`src/rtl/evcnt_pkg.sv`:
```
// Package: shared constants, source indices and selector decode for the
// latched event counter. Assumes six shadow sources: four counts, two times.
package evcnt_pkg;

    // Shadow source slots; count slots 0..3 line up with the live counters.
    typedef enum logic [2:0] {
        SRC_CYC   = 3'd0,
        SRC_INS   = 3'd1,
        SRC_IRQ   = 3'd2,
        SRC_NMI   = 3'd3,
        SRC_NS    = 3'd4,
        SRC_SPLIT = 3'd5
    } src_e;

    localparam int NUM_LIVE = 4;
    localparam int NUM_SRC  = 6;

    // Sources fed by the external time inputs.
    localparam logic [NUM_SRC-1:0] TIME_SRC_MASK = 6'b11_0000;

    // Register offsets inside the window.
    localparam int OFS_TRIGGER = 0;
    localparam int OFS_SELECT  = 1;
    localparam int OFS_WINDOW  = 2;

    // Selector codes visible to software.
    localparam logic [7:0] CODE_CYC   = 8'h00;
    localparam logic [7:0] CODE_INS   = 8'h01;
    localparam logic [7:0] CODE_IRQ   = 8'h02;
    localparam logic [7:0] CODE_NMI   = 8'h03;
    localparam logic [7:0] CODE_NS    = 8'h80;
    localparam logic [7:0] CODE_SPLIT = 8'h81;

    typedef struct packed {
        logic known;
        src_e src;
    } sel_dec_t;

    // Map a selector code to a shadow slot; unknown codes flag known=0.
    function automatic sel_dec_t decode_select(input logic [7:0] code);
        sel_dec_t d;
        d.known = 1'b1;
        d.src   = SRC_CYC;
        case (code)
            CODE_CYC:   d.src = SRC_CYC;
            CODE_INS:   d.src = SRC_INS;
            CODE_IRQ:   d.src = SRC_IRQ;
            CODE_NMI:   d.src = SRC_NMI;
            CODE_NS:    d.src = SRC_NS;
            CODE_SPLIT: d.src = SRC_SPLIT;
            default:    d.known = 1'b0;
        endcase
        return d;
    endfunction

endpackage

```
`src/rtl/evcnt_live.sv`:
```
// Module: evcnt_live
// Keeps the four free-running counts (cycles, instructions, maskable and
// non-maskable interrupt entries). Assumes at most one step per clock, and
// treats the interrupt flags as qualifiers of that step; NMI outranks IRQ.
module evcnt_live
    import evcnt_pkg::*;
#(
    parameter int CNT_W = 64,
    parameter int CYC_W = 4
) (
    input  logic                              clk,
    input  logic                              rst_n,
    input  logic                              step_valid_i,
    input  logic [CYC_W-1:0]                  step_cycles_i,
    input  logic                              irq_taken_i,
    input  logic                              nmi_taken_i,
    output logic [NUM_LIVE-1:0][CNT_W-1:0]    live_o
);

    logic                              take_nmi;
    logic                              take_irq;
    logic                              take_ins;
    logic [NUM_LIVE-1:0][CNT_W-1:0]    incr;

    // Classify the completed step into exactly one event kind.
    always_comb begin
        take_nmi = step_valid_i & nmi_taken_i;
        take_irq = step_valid_i & irq_taken_i & ~nmi_taken_i;
        take_ins = step_valid_i & ~irq_taken_i & ~nmi_taken_i;
    end

    // Per-counter increment amounts.
    always_comb begin
        incr          = '0;
        incr[SRC_CYC] = step_valid_i ? {{(CNT_W-CYC_W){1'b0}}, step_cycles_i} : '0;
        incr[SRC_INS] = {{(CNT_W-1){1'b0}}, take_ins};
        incr[SRC_IRQ] = {{(CNT_W-1){1'b0}}, take_irq};
        incr[SRC_NMI] = {{(CNT_W-1){1'b0}}, take_nmi};
    end

    for (genvar g = 0; g < NUM_LIVE; g++) begin : g_cnt
        // Accumulate this counter's increment every clock.
        always_ff @(posedge clk) begin
            if (!rst_n) live_o[g] <= '0;
            else        live_o[g] <= live_o[g] + incr[g];
        end
    end

    // no step, no movement in any count.
    p_idle_hold_r10: assert property (@(posedge clk) disable iff (!rst_n)
        !step_valid_i |=> $stable(live_o));

    // an interrupt step leaves the instruction count untouched.
    p_irq_not_ins_r11: assert property (@(posedge clk) disable iff (!rst_n)
        (step_valid_i && (irq_taken_i || nmi_taken_i)) |=> $stable(live_o[SRC_INS]));

    // NMI wins over a simultaneous IRQ.
    p_nmi_wins_r11: assert property (@(posedge clk) disable iff (!rst_n)
        (step_valid_i && nmi_taken_i) |=> $stable(live_o[SRC_IRQ]));

endmodule

```
`src/rtl/evcnt_shadow.sv`:
```
// Module: evcnt_shadow
// Bank of shadow registers, one per source, all loaded on the same edge when
// the snapshot strobe is high. Time slots load all ones if the time source
// flags itself invalid. Assumes the strobe is a single-cycle pulse.
module evcnt_shadow
    import evcnt_pkg::*;
#(
    parameter int                  CNT_W    = 64,
    parameter int                  SRC_N    = NUM_SRC,
    parameter logic [SRC_N-1:0]    TIME_SEL = TIME_SRC_MASK
) (
    input  logic                           clk,
    input  logic                           rst_n,
    input  logic                           snap_i,
    input  logic                           time_ok_i,
    input  logic [SRC_N-1:0][CNT_W-1:0]    src_i,
    output logic [SRC_N-1:0][CNT_W-1:0]    shd_o
);

    for (genvar g = 0; g < SRC_N; g++) begin : g_slot
        if (TIME_SEL[g]) begin : g_time
            // Capture a time value, or all ones when the source is invalid.
            always_ff @(posedge clk) begin
                if (!rst_n)      shd_o[g] <= '0;
                else if (snap_i) shd_o[g] <= time_ok_i ? src_i[g] : '1;
            end
        end else begin : g_count
            // Capture a live count.
            always_ff @(posedge clk) begin
                if (!rst_n)      shd_o[g] <= '0;
                else if (snap_i) shd_o[g] <= src_i[g];
            end
        end
    end

    // shadows only move on a snapshot.
    p_shadow_hold_r7: assert property (@(posedge clk) disable iff (!rst_n)
        !snap_i |=> $stable(shd_o));

    // an invalid time source gives all ones in the time slots.
    p_time_invalid_r9: assert property (@(posedge clk) disable iff (!rst_n)
        (snap_i && !time_ok_i) |=> (shd_o[SRC_NS] == '1 && shd_o[SRC_SPLIT] == '1));

endmodule

```
`src/rtl/evcnt_readout.sv`:
```
// Module: evcnt_readout
// Picks the shadow named by the selector and returns the byte addressed by
// the window offset, least significant byte at the lowest window offset.
// Purely combinational; assumes offsets outside the window are filtered by
// the caller but returns zero for them anyway.
module evcnt_readout
    import evcnt_pkg::*;
#(
    parameter int CNT_W = 64,
    parameter int SRC_N = NUM_SRC,
    parameter int OFS_W = 4
) (
    input  logic [7:0]                     select_i,
    input  logic [OFS_W-1:0]               ofs_i,
    input  logic [SRC_N-1:0][CNT_W-1:0]    shd_i,
    output logic [7:0]                     byte_o
);

    localparam int WIN_BYTES = CNT_W / 8;

    sel_dec_t          dec;
    logic [CNT_W-1:0]  picked;

    // Decode the selector and route the chosen shadow, zero when unknown.
    always_comb begin
        dec    = decode_select(select_i);
        picked = '0;
        for (int s = 0; s < SRC_N; s++) begin
            if (dec.known && dec.src == src_e'(s)) picked = shd_i[s];
        end
    end

    // Extract the byte that the window offset points at.
    always_comb begin
        byte_o = '0;
        for (int k = 0; k < WIN_BYTES; k++) begin
            if (ofs_i == OFS_W'(k + OFS_WINDOW)) byte_o = picked[k*8 +: 8];
        end
    end

endmodule

```
`src/rtl/latched_event_counter.sv`:
```
// Module: latched_event_counter (top)
// Decodes the ten-byte register window, holds the selector, and ties the
// live counters, shadow bank and readout together. Reads are combinational
// from address and state; writes take effect on the clock edge. Assumes one
// bus access per cycle.
module latched_event_counter
    import evcnt_pkg::*;
#(
    parameter int                 ADDR_W    = 16,
    parameter logic [ADDR_W-1:0]  BASE_ADDR = 16'hFFC0,
    parameter int                 CNT_W     = 64,
    parameter int                 CYC_W     = 4
) (
    input  logic              clk,
    input  logic              rst_n,
    input  logic [15:0]       bus_addr,
    input  logic              bus_wr,
    input  logic [7:0]        bus_wdata,
    output logic [7:0]        bus_rdata,
    output logic              periph_hit,
    input  logic              step_valid,
    input  logic [3:0]        step_cycles,
    input  logic              irq_taken,
    input  logic              nmi_taken,
    input  logic [63:0]       time_ns,
    input  logic [63:0]       time_split,
    input  logic              time_valid
);

    localparam int WIN_BYTES = CNT_W / 8;
    localparam int REG_SPAN  = WIN_BYTES + OFS_WINDOW;
    localparam int OFS_W     = $clog2(REG_SPAN);

    logic [ADDR_W-1:0]                 rel_addr;
    logic [OFS_W-1:0]                  ofs;
    logic                              snap;
    logic                              sel_wr;
    logic [7:0]                        select_q;
    logic [7:0]                        win_byte;
    logic [NUM_LIVE-1:0][CNT_W-1:0]    live;
    logic [NUM_SRC-1:0][CNT_W-1:0]     src_all;
    logic [NUM_SRC-1:0][CNT_W-1:0]     shd;

    // Window decode: in range when at or above base and within the span.
    always_comb begin
        rel_addr   = bus_addr - BASE_ADDR;
        periph_hit = (bus_addr >= BASE_ADDR) && (rel_addr < ADDR_W'(REG_SPAN));
        ofs        = rel_addr[OFS_W-1:0];
        snap       = bus_wr && periph_hit && (ofs == OFS_W'(OFS_TRIGGER));
        sel_wr     = bus_wr && periph_hit && (ofs == OFS_W'(OFS_SELECT));
    end

    // Selector register.
    always_ff @(posedge clk) begin
        if (!rst_n)      select_q <= '0;
        else if (sel_wr) select_q <= bus_wdata;
    end

    evcnt_live #(
        .CNT_W (CNT_W),
        .CYC_W (CYC_W)
    ) live_i (
        .clk           (clk),
        .rst_n         (rst_n),
        .step_valid_i  (step_valid),
        .step_cycles_i (step_cycles),
        .irq_taken_i   (irq_taken),
        .nmi_taken_i   (nmi_taken),
        .live_o        (live)
    );

    // Gather every snapshot source: time slots above the four counts.
    assign src_all = {time_split, time_ns, live};

    evcnt_shadow #(
        .CNT_W    (CNT_W),
        .SRC_N    (NUM_SRC),
        .TIME_SEL (TIME_SRC_MASK)
    ) shadow_i (
        .clk       (clk),
        .rst_n     (rst_n),
        .snap_i    (snap),
        .time_ok_i (time_valid),
        .src_i     (src_all),
        .shd_o     (shd)
    );

    evcnt_readout #(
        .CNT_W (CNT_W),
        .SRC_N (NUM_SRC),
        .OFS_W (OFS_W)
    ) readout_i (
        .select_i (select_q),
        .ofs_i    (ofs),
        .shd_i    (shd),
        .byte_o   (win_byte)
    );

    // Read data mux: zero outside the window and at the trigger offset.
    always_comb begin
        bus_rdata = '0;
        if (periph_hit) begin
            if (ofs == OFS_W'(OFS_SELECT))      bus_rdata = select_q;
            else if (ofs >= OFS_W'(OFS_WINDOW)) bus_rdata = win_byte;
        end
    end

    // nothing is driven for addresses outside the window.
    p_outside_quiet_r1: assert property (@(posedge clk) disable iff (!rst_n)
        !periph_hit |-> bus_rdata == 8'h00);

    // the trigger offset always reads zero.
    p_trigger_reads_zero_r2: assert property (@(posedge clk) disable iff (!rst_n)
        (periph_hit && rel_addr == ADDR_W'(OFS_TRIGGER)) |-> bus_rdata == 8'h00);

    // the selector holds unless written at its own offset.
    p_select_hold_r3: assert property (@(posedge clk) disable iff (!rst_n)
        !(bus_wr && periph_hit && rel_addr == ADDR_W'(OFS_SELECT)) |=> $stable(select_q));

    // unknown selector codes read zero through the whole window.
    p_unknown_code_zero_r6: assert property (@(posedge clk) disable iff (!rst_n)
        (periph_hit && rel_addr >= ADDR_W'(OFS_WINDOW) && !decode_select(select_q).known)
        |-> bus_rdata == 8'h00);

endmodule

```
`config.mk`:
```
export PLATFORM = sky130hd
export DESIGN_NAME = latched_event_counter
export DESIGN_NICKNAME = d
export VERILOG_FILES = /design/src/rtl/evcnt_pkg.sv /design/src/rtl/evcnt_live.sv /design/src/rtl/evcnt_shadow.sv /design/src/rtl/evcnt_readout.sv /design/src/rtl/latched_event_counter.sv
export SDC_FILE = /design/constraint.sdc
export NUM_CORES = 2
export LEC_CHECK = 0
export BUFFER_PORTS_ARGS = -buffer_cell sky130_fd_sc_hd__buf_2
export CAP_MARGIN = 20
export CELL_PAD_IN_SITES_DETAIL_PLACEMENT = 0
export CELL_PAD_IN_SITES_GLOBAL_PLACEMENT = 2
export CORE_ASPECT_RATIO = 1.2
export CORE_MARGIN = 8
export CORE_UTILIZATION = 35
export DETAILED_ROUTE_END_ITERATION = 10
export GPL_TIMING_DRIVEN = 0
export PLACE_DENSITY_LB_ADDON = 0.1
export REMOVE_ABC_BUFFERS = 1
export SYNTH_ARGS = -nofsm -noshare
export SYNTH_HDL_FRONTEND = slang
export SYNTH_SLANG_ARGS = --single-unit
```
`constraint.sdc`:
```
create_clock -name clk -period 2.5 [get_ports clk]
set_input_delay 0.5 -clock clk [delete_from_list [all_inputs] [get_ports clk]]
set_output_delay 0.5 -clock clk [all_outputs]
set_load 0.05 [all_outputs]
```
Word level (Yosys, flattened, before mapping)
Index checks and enable logic that the tools add are counted.
Cells by class
  add/sub/neg operators: 5
  bitwise operators: 7
  muxes and demuxes: 22
  reduce and logical (&&, ||, !) cells: 14
  equality and inequality tests: 19
  magnitude comparators: 3
Operator list (count)
  64-bit two-way mux: 8
  64-bit by 1-bit adder with 64-bit output: 3
  8-bit two-way mux: 11
  64-bit adder: 1
  4-bit by 3-bit == test with 1-bit output, second input constant: 4
  8-bit by 2-bit == test with 1-bit output, second input constant: 2
  8-bit == test, second input constant: 2
  16-bit >= comparator, second input constant: 1
  16-bit by 4-bit less-than comparator with 1-bit output, second input constant: 1
  16-bit subtractor, second input constant: 1
  3-bit one-hot mux with 5 select lines: 1
  1-bit logical AND: 10
  4-bit by 2-bit == test with 1-bit output, second input constant: 2
  4-bit == test, second input constant: 2
  8-bit by 1-bit == test with 1-bit output, second input constant: 1
  8-bit logical NOT: 1
  3-bit by 2-bit == test with 1-bit output, second input constant: 2
  3-bit == test, second input constant: 2
  6-bit OR reduction: 1
  1-bit AND: 5
  4-bit by 1-bit == test with 1-bit output, second input constant: 1
  4-bit by 2-bit >= comparator with 1-bit output, second input constant: 1
  4-bit logical NOT: 1
  4-bit two-way mux: 1
  other kinds (4): 5
Word-level totals
  logic and storage cells: 81
  input port bits: 163
  bits in registers: 648
  output and inout port bits: 9

Longest topological paths before layout
  word-level depth: 21
  mapped depth: 12
  depth with buffers taken out: 11

Modules after synthesis
Synthesis repeated with hierarchy kept, for this count alone.
Second synthesis, totals
  cell total of the unflattened synthesis: 3181
  area total of the unflattened synthesis: 30048.8 µm²
Modules (own cells, without submodules)
  evcnt_shadow: cells each 1126, area an instance 14068.5 µm², seq. area each 7687.4 µm², times used 1
  evcnt_live: cells each 1452, area an instance 12074.1 µm², seq. area each 5124.9 µm², times used 1
  evcnt_readout: cells each 539, area an instance 3377.0 µm², seq. area each 0.0 µm², times used 1
  latched_event_counter: cells each 64, area an instance 529.3 µm², seq. area each 160.2 µm², times used 1

Worst setup path after synthesis
No wires, ideal clock.
  path type: register to output
  from: register select_q[2]
  to: output bus_rdata[2]
  buffers on the path: 1
  arrival time: 3.416 ns
  data required time: 2.000 ns
  stages on the path, launching flop included: 7
  slack: -1.416 ns
  path through: dfxtp_1 -> or4_4 -> nor3_4 -> buf_2 -> a21oi_1 -> or3_1 -> o41ai_1
On the way
  word-level cells in the longest chain between the ends: 21
  elaborated cells between the ends (all ways): 38
  those cells by class: eq/ne: 10; mux: 19; reduce/logical: 9
RTL lines
  start: declaration: RTL line latched_event_counter.sv:38  | logic [7:0] select_q;
  start signal: assignment: RTL line latched_event_counter.sv:56  | else if (sel_wr) select_q <= bus_wdata;
  8-bit == test (tied with other cells): RTL line evcnt_pkg.sv:44  | case (code)
  3-bit one-hot mux with 5 select lines / 6-bit OR reduction (equally long branches)
  3-bit logical NOT / 1-bit two-way mux (equally long branches): RTL line evcnt_readout.sv:29, evcnt_pkg.sv:44
  1-bit logical AND: RTL line evcnt_readout.sv:29  | if (dec.known && dec.src == src_e'(s)) picked = shd_i[s];
  64-bit two-way mux (6 in series): RTL line evcnt_readout.sv:29
  8-bit two-way mux (8 in series): RTL line evcnt_readout.sv:37  | if (ofs_i == OFS_W'(k + OFS_WINDOW)) byte_o = picked[k*8 +: 8];
  8-bit two-way mux: RTL line latched_event_counter.sv:104  | else if (ofs >= OFS_W'(OFS_WINDOW)) bus_rdata = win_byte;
  8-bit two-way mux (*): RTL line latched_event_counter.sv:103  | if (ofs == OFS_W'(OFS_SELECT)) bus_rdata = select_q;
  8-bit two-way mux (*): RTL line latched_event_counter.sv:102  | if (periph_hit) begin
  end: declaration: RTL line latched_event_counter.sv:19  | output logic [7:0] bus_rdata,
Every way passes the cells marked *; elsewhere a longest branch is shown, timed or not.

Final worst setup path
  from: register select_q[3]
  to: output bus_rdata[7]
On the way
  word-level cells in the longest chain between the ends: 21
  elaborated cells between the ends (all ways): 38
  those cells by class: eq/ne: 10; mux: 19; reduce/logical: 9
RTL lines (RTL line)
  8-bit == test (tied with other cells): evcnt_pkg.sv:44
  3-bit one-hot mux with 5 select lines / 6-bit OR reduction (equally long branches)
  3-bit logical NOT / 1-bit two-way mux (equally long branches): evcnt_readout.sv:29, evcnt_pkg.sv:44
  1-bit logical AND: evcnt_readout.sv:29
  64-bit two-way mux (5 in series): evcnt_readout.sv:29
  64-bit two-way mux (*): evcnt_readout.sv:29
  8-bit two-way mux (7 in series): evcnt_readout.sv:37
  8-bit two-way mux (*): evcnt_readout.sv:37
  8-bit two-way mux (*): latched_event_counter.sv:104
  8-bit two-way mux (*): latched_event_counter.sv:103
  8-bit two-way mux (*): latched_event_counter.sv:102
Marked as above.

==> flow_summary.toml <==
[place]
io_buffers = 171
gp_congestion = 0.790
hpwl_mm = 67.8
dp.cells = 4452

[sta]
worst_slew_pin_slew_ps = 1260
rsz0062_at_grt = "yes"
min_period_ps = 3880
fmax_mhz = 258
finClkSkew_ps = 36.6
hold_ws_ps = 120
min_period_over_period_pct = 155
hold_viol = 0
slew_headroom_pct = 15.7
finalSetupViolCount = 9
slew_viol_final = 0
worst_slack_ps = -1380
setup_tns_ps = -10600

[die]
ioPinCount = 172
rows = 118
die-area_um2 = 96300
coreArea_um2 = 86100
die_h_um = 338
start_util_pct = 35.2
die_w_um = 285

[clock_tree]
cts-root-buf = "clkbuf_16"
clk_pin_slew_ps = 60
h-tree-depth = 3
clk_latency_ps = 630
cts_made_buffers = 75
cts_tree = "done"
clock_sinks = 648
clock_path_buffers = 3

[yosys]
synth_seq_area_share_pct = 42.8
yosys.area.top_type = "dfxtp_1"
yosys_warnings = 0
synth_top_area_share_pct = 42.8
synth-edff-count = 0
syn_area_um2 = 30300
avgSynthCellArea_um2 = 9.06
async_flop_share_pct = 0
synthTopCellsByArea = "dfxtp_1, nand2_1, a21boi_0, and2_1, o211a_1"
ys_types = 81
synthCells = 3345
synth_flop_cell = "dfxtp_1"
ys_ff_latch = 648

[routing]
dr.pass1.iters = 6
routed_wl_mm = 103
drt_iter0_drc = 1608
final_antenna_net_count = 0
vias = 24823
wire_per_inst_um = 21.9
viasPerCell = 5.29
drc_errors = 0

[power_and_ir_drop]
p_leak_uw = 0.0144
powerDensity_nw_per_um2 = 592
total_power_uw = 22000
peakVddDrop_mv = 0.391

[final_layout]
layout-drive-gt1-share_pct = 19.1
diodes = 0
ff_latch_area_um2 = 13000
nFillCells = 8433
fin_cells = 4689
layout_common_cells = "nand2_1, dfxtp_1, a21boi_0"
area_growth_pct = 22.3
final_common_cell = "nand2_1"
fin_nets = 3674
multi_input_area_um2 = 17300

[grt]
overflow = 0
grtUsageTotal_pct = 20.5
grt_pass1_wl_mm = 154
grt_max_degree = 166
antenna_found_initial = 6
grt_pass1_vias = 24551

[setup_path]
critPathArrivalTime_ps = 3380
critPathMaxFanout = 8
end_kind = "primary output"
cp_data_required_time_ps = 2000
startpoint_type = "flop"
critPathKind = "flop to primary output"

[status]
status = "finished, violations left"
violations = "setup timing"

[min_path]
hp-class = "primary input to flop"

[run]
drv_cap = 0
routing by layer:
metal	global-route usage, %	part of all wire [%]	routed length (µm)
met1	27.4	46	47300
met2	34.3	47	48500
met3	2.88	4.2	4360
met4	5.88	2.7	2750
met5	0	0.014	14
per-stage QoR:
step	utilization [%]	setup slack, ps	area (µm²)
3_3_place_gp	36.6	-16870	31500
6_report	43.1	-1380	37100
2_1_floorplan	-	-7650	29300
4_1_cts	42.3	-1510	36400
3_5_place_dp	37.6	-2150	32400
5_1_grt	43.1	-1480	37100
worst paths after layout:
| check | slack, ps | cells after the start | to | start |
|---|---|---|---|---|
| hold reg to reg | 460 | 2 | shadow_i.shd_o[136] | shadow_i.shd_o[136] |
| setup / recovery | -1380 | 11 | bus_rdata[7] | select_q[3] |
| hold / removal | 120 | 3 | select_q[5] | bus_wdata[5] |
| setup reg to reg | 30 | 11 | live_i.live_o[250] | live_i.live_o[192] |
cells in the mapped netlist (all sizes together) (32+ instances only):
cell type	number
dfxtp	648
nand2	644
a21boi	314
and2	213
clkbuf	157
xnor2	132
nand3b	129
o211a	128
o21ai	105
nand3	92
buf	84
nand4	78
nor2	65
xor2	62
mux2i	56
or3	52
mux4	51
nor3	33
and4	32
power by group:
group	switching (µW)	leakage [µW]	internal (µW)	total, µW
Combinational	404	0.00799	312	715
Clock	4480	0.00118	6400	10900
Sequential	21.4	0.00523	10300	10400
logic make-up after synthesis:
| kind of cell | synth area share [%] |
|---|---|
| AOI/OAI and AO/OA | 16.4 |
| xor gates and xnor gates | 5.61 |
| adders and majority gates | 0.479 |
| buffers and inverters | 3.88 |
| DFF | 42.8 |
| muxes | 6.05 |
| and+or+nand+nor | 24.8 |
cell type report:
class | instances | area share (%)
well taps | 1140 | 3.85
clock buffers | 110 | 5.96
clock inverters | 16 | 0.439
flip-flops and latches | 648 | 35.1
inverters | 31 | 0.314
multi-input cells | 2430 | 46.6
repair buffers | 314 | 7.73
repair_timing:
item                       in CTS  in global routing
hold endpoints to repair        0                  0
resized for setup             192                106
setup endpoints to repair     542                298
cloned                          9                  1
buffers inserted               68                 33
hold buffers                    0                  0
pin swaps                      56                 52
worst max-delay path: stages (launching register included):
cell	delay, ps
dfxtp_4	370
or4_4	590
nor3_4	140
buf_6	160
buf_12	140
buf_16	150
a221o_1	180
a21boi_2	180
nor2_2	90
o32ai_4	340
a22o_1	220
buf_6	170
sequential cells by signal (all words and copies together) (netlist names):
register and flops:
select_q 8, shadow_i.shd_o 384, live_i.live_o 256
(Power assumes the default switching activity.)
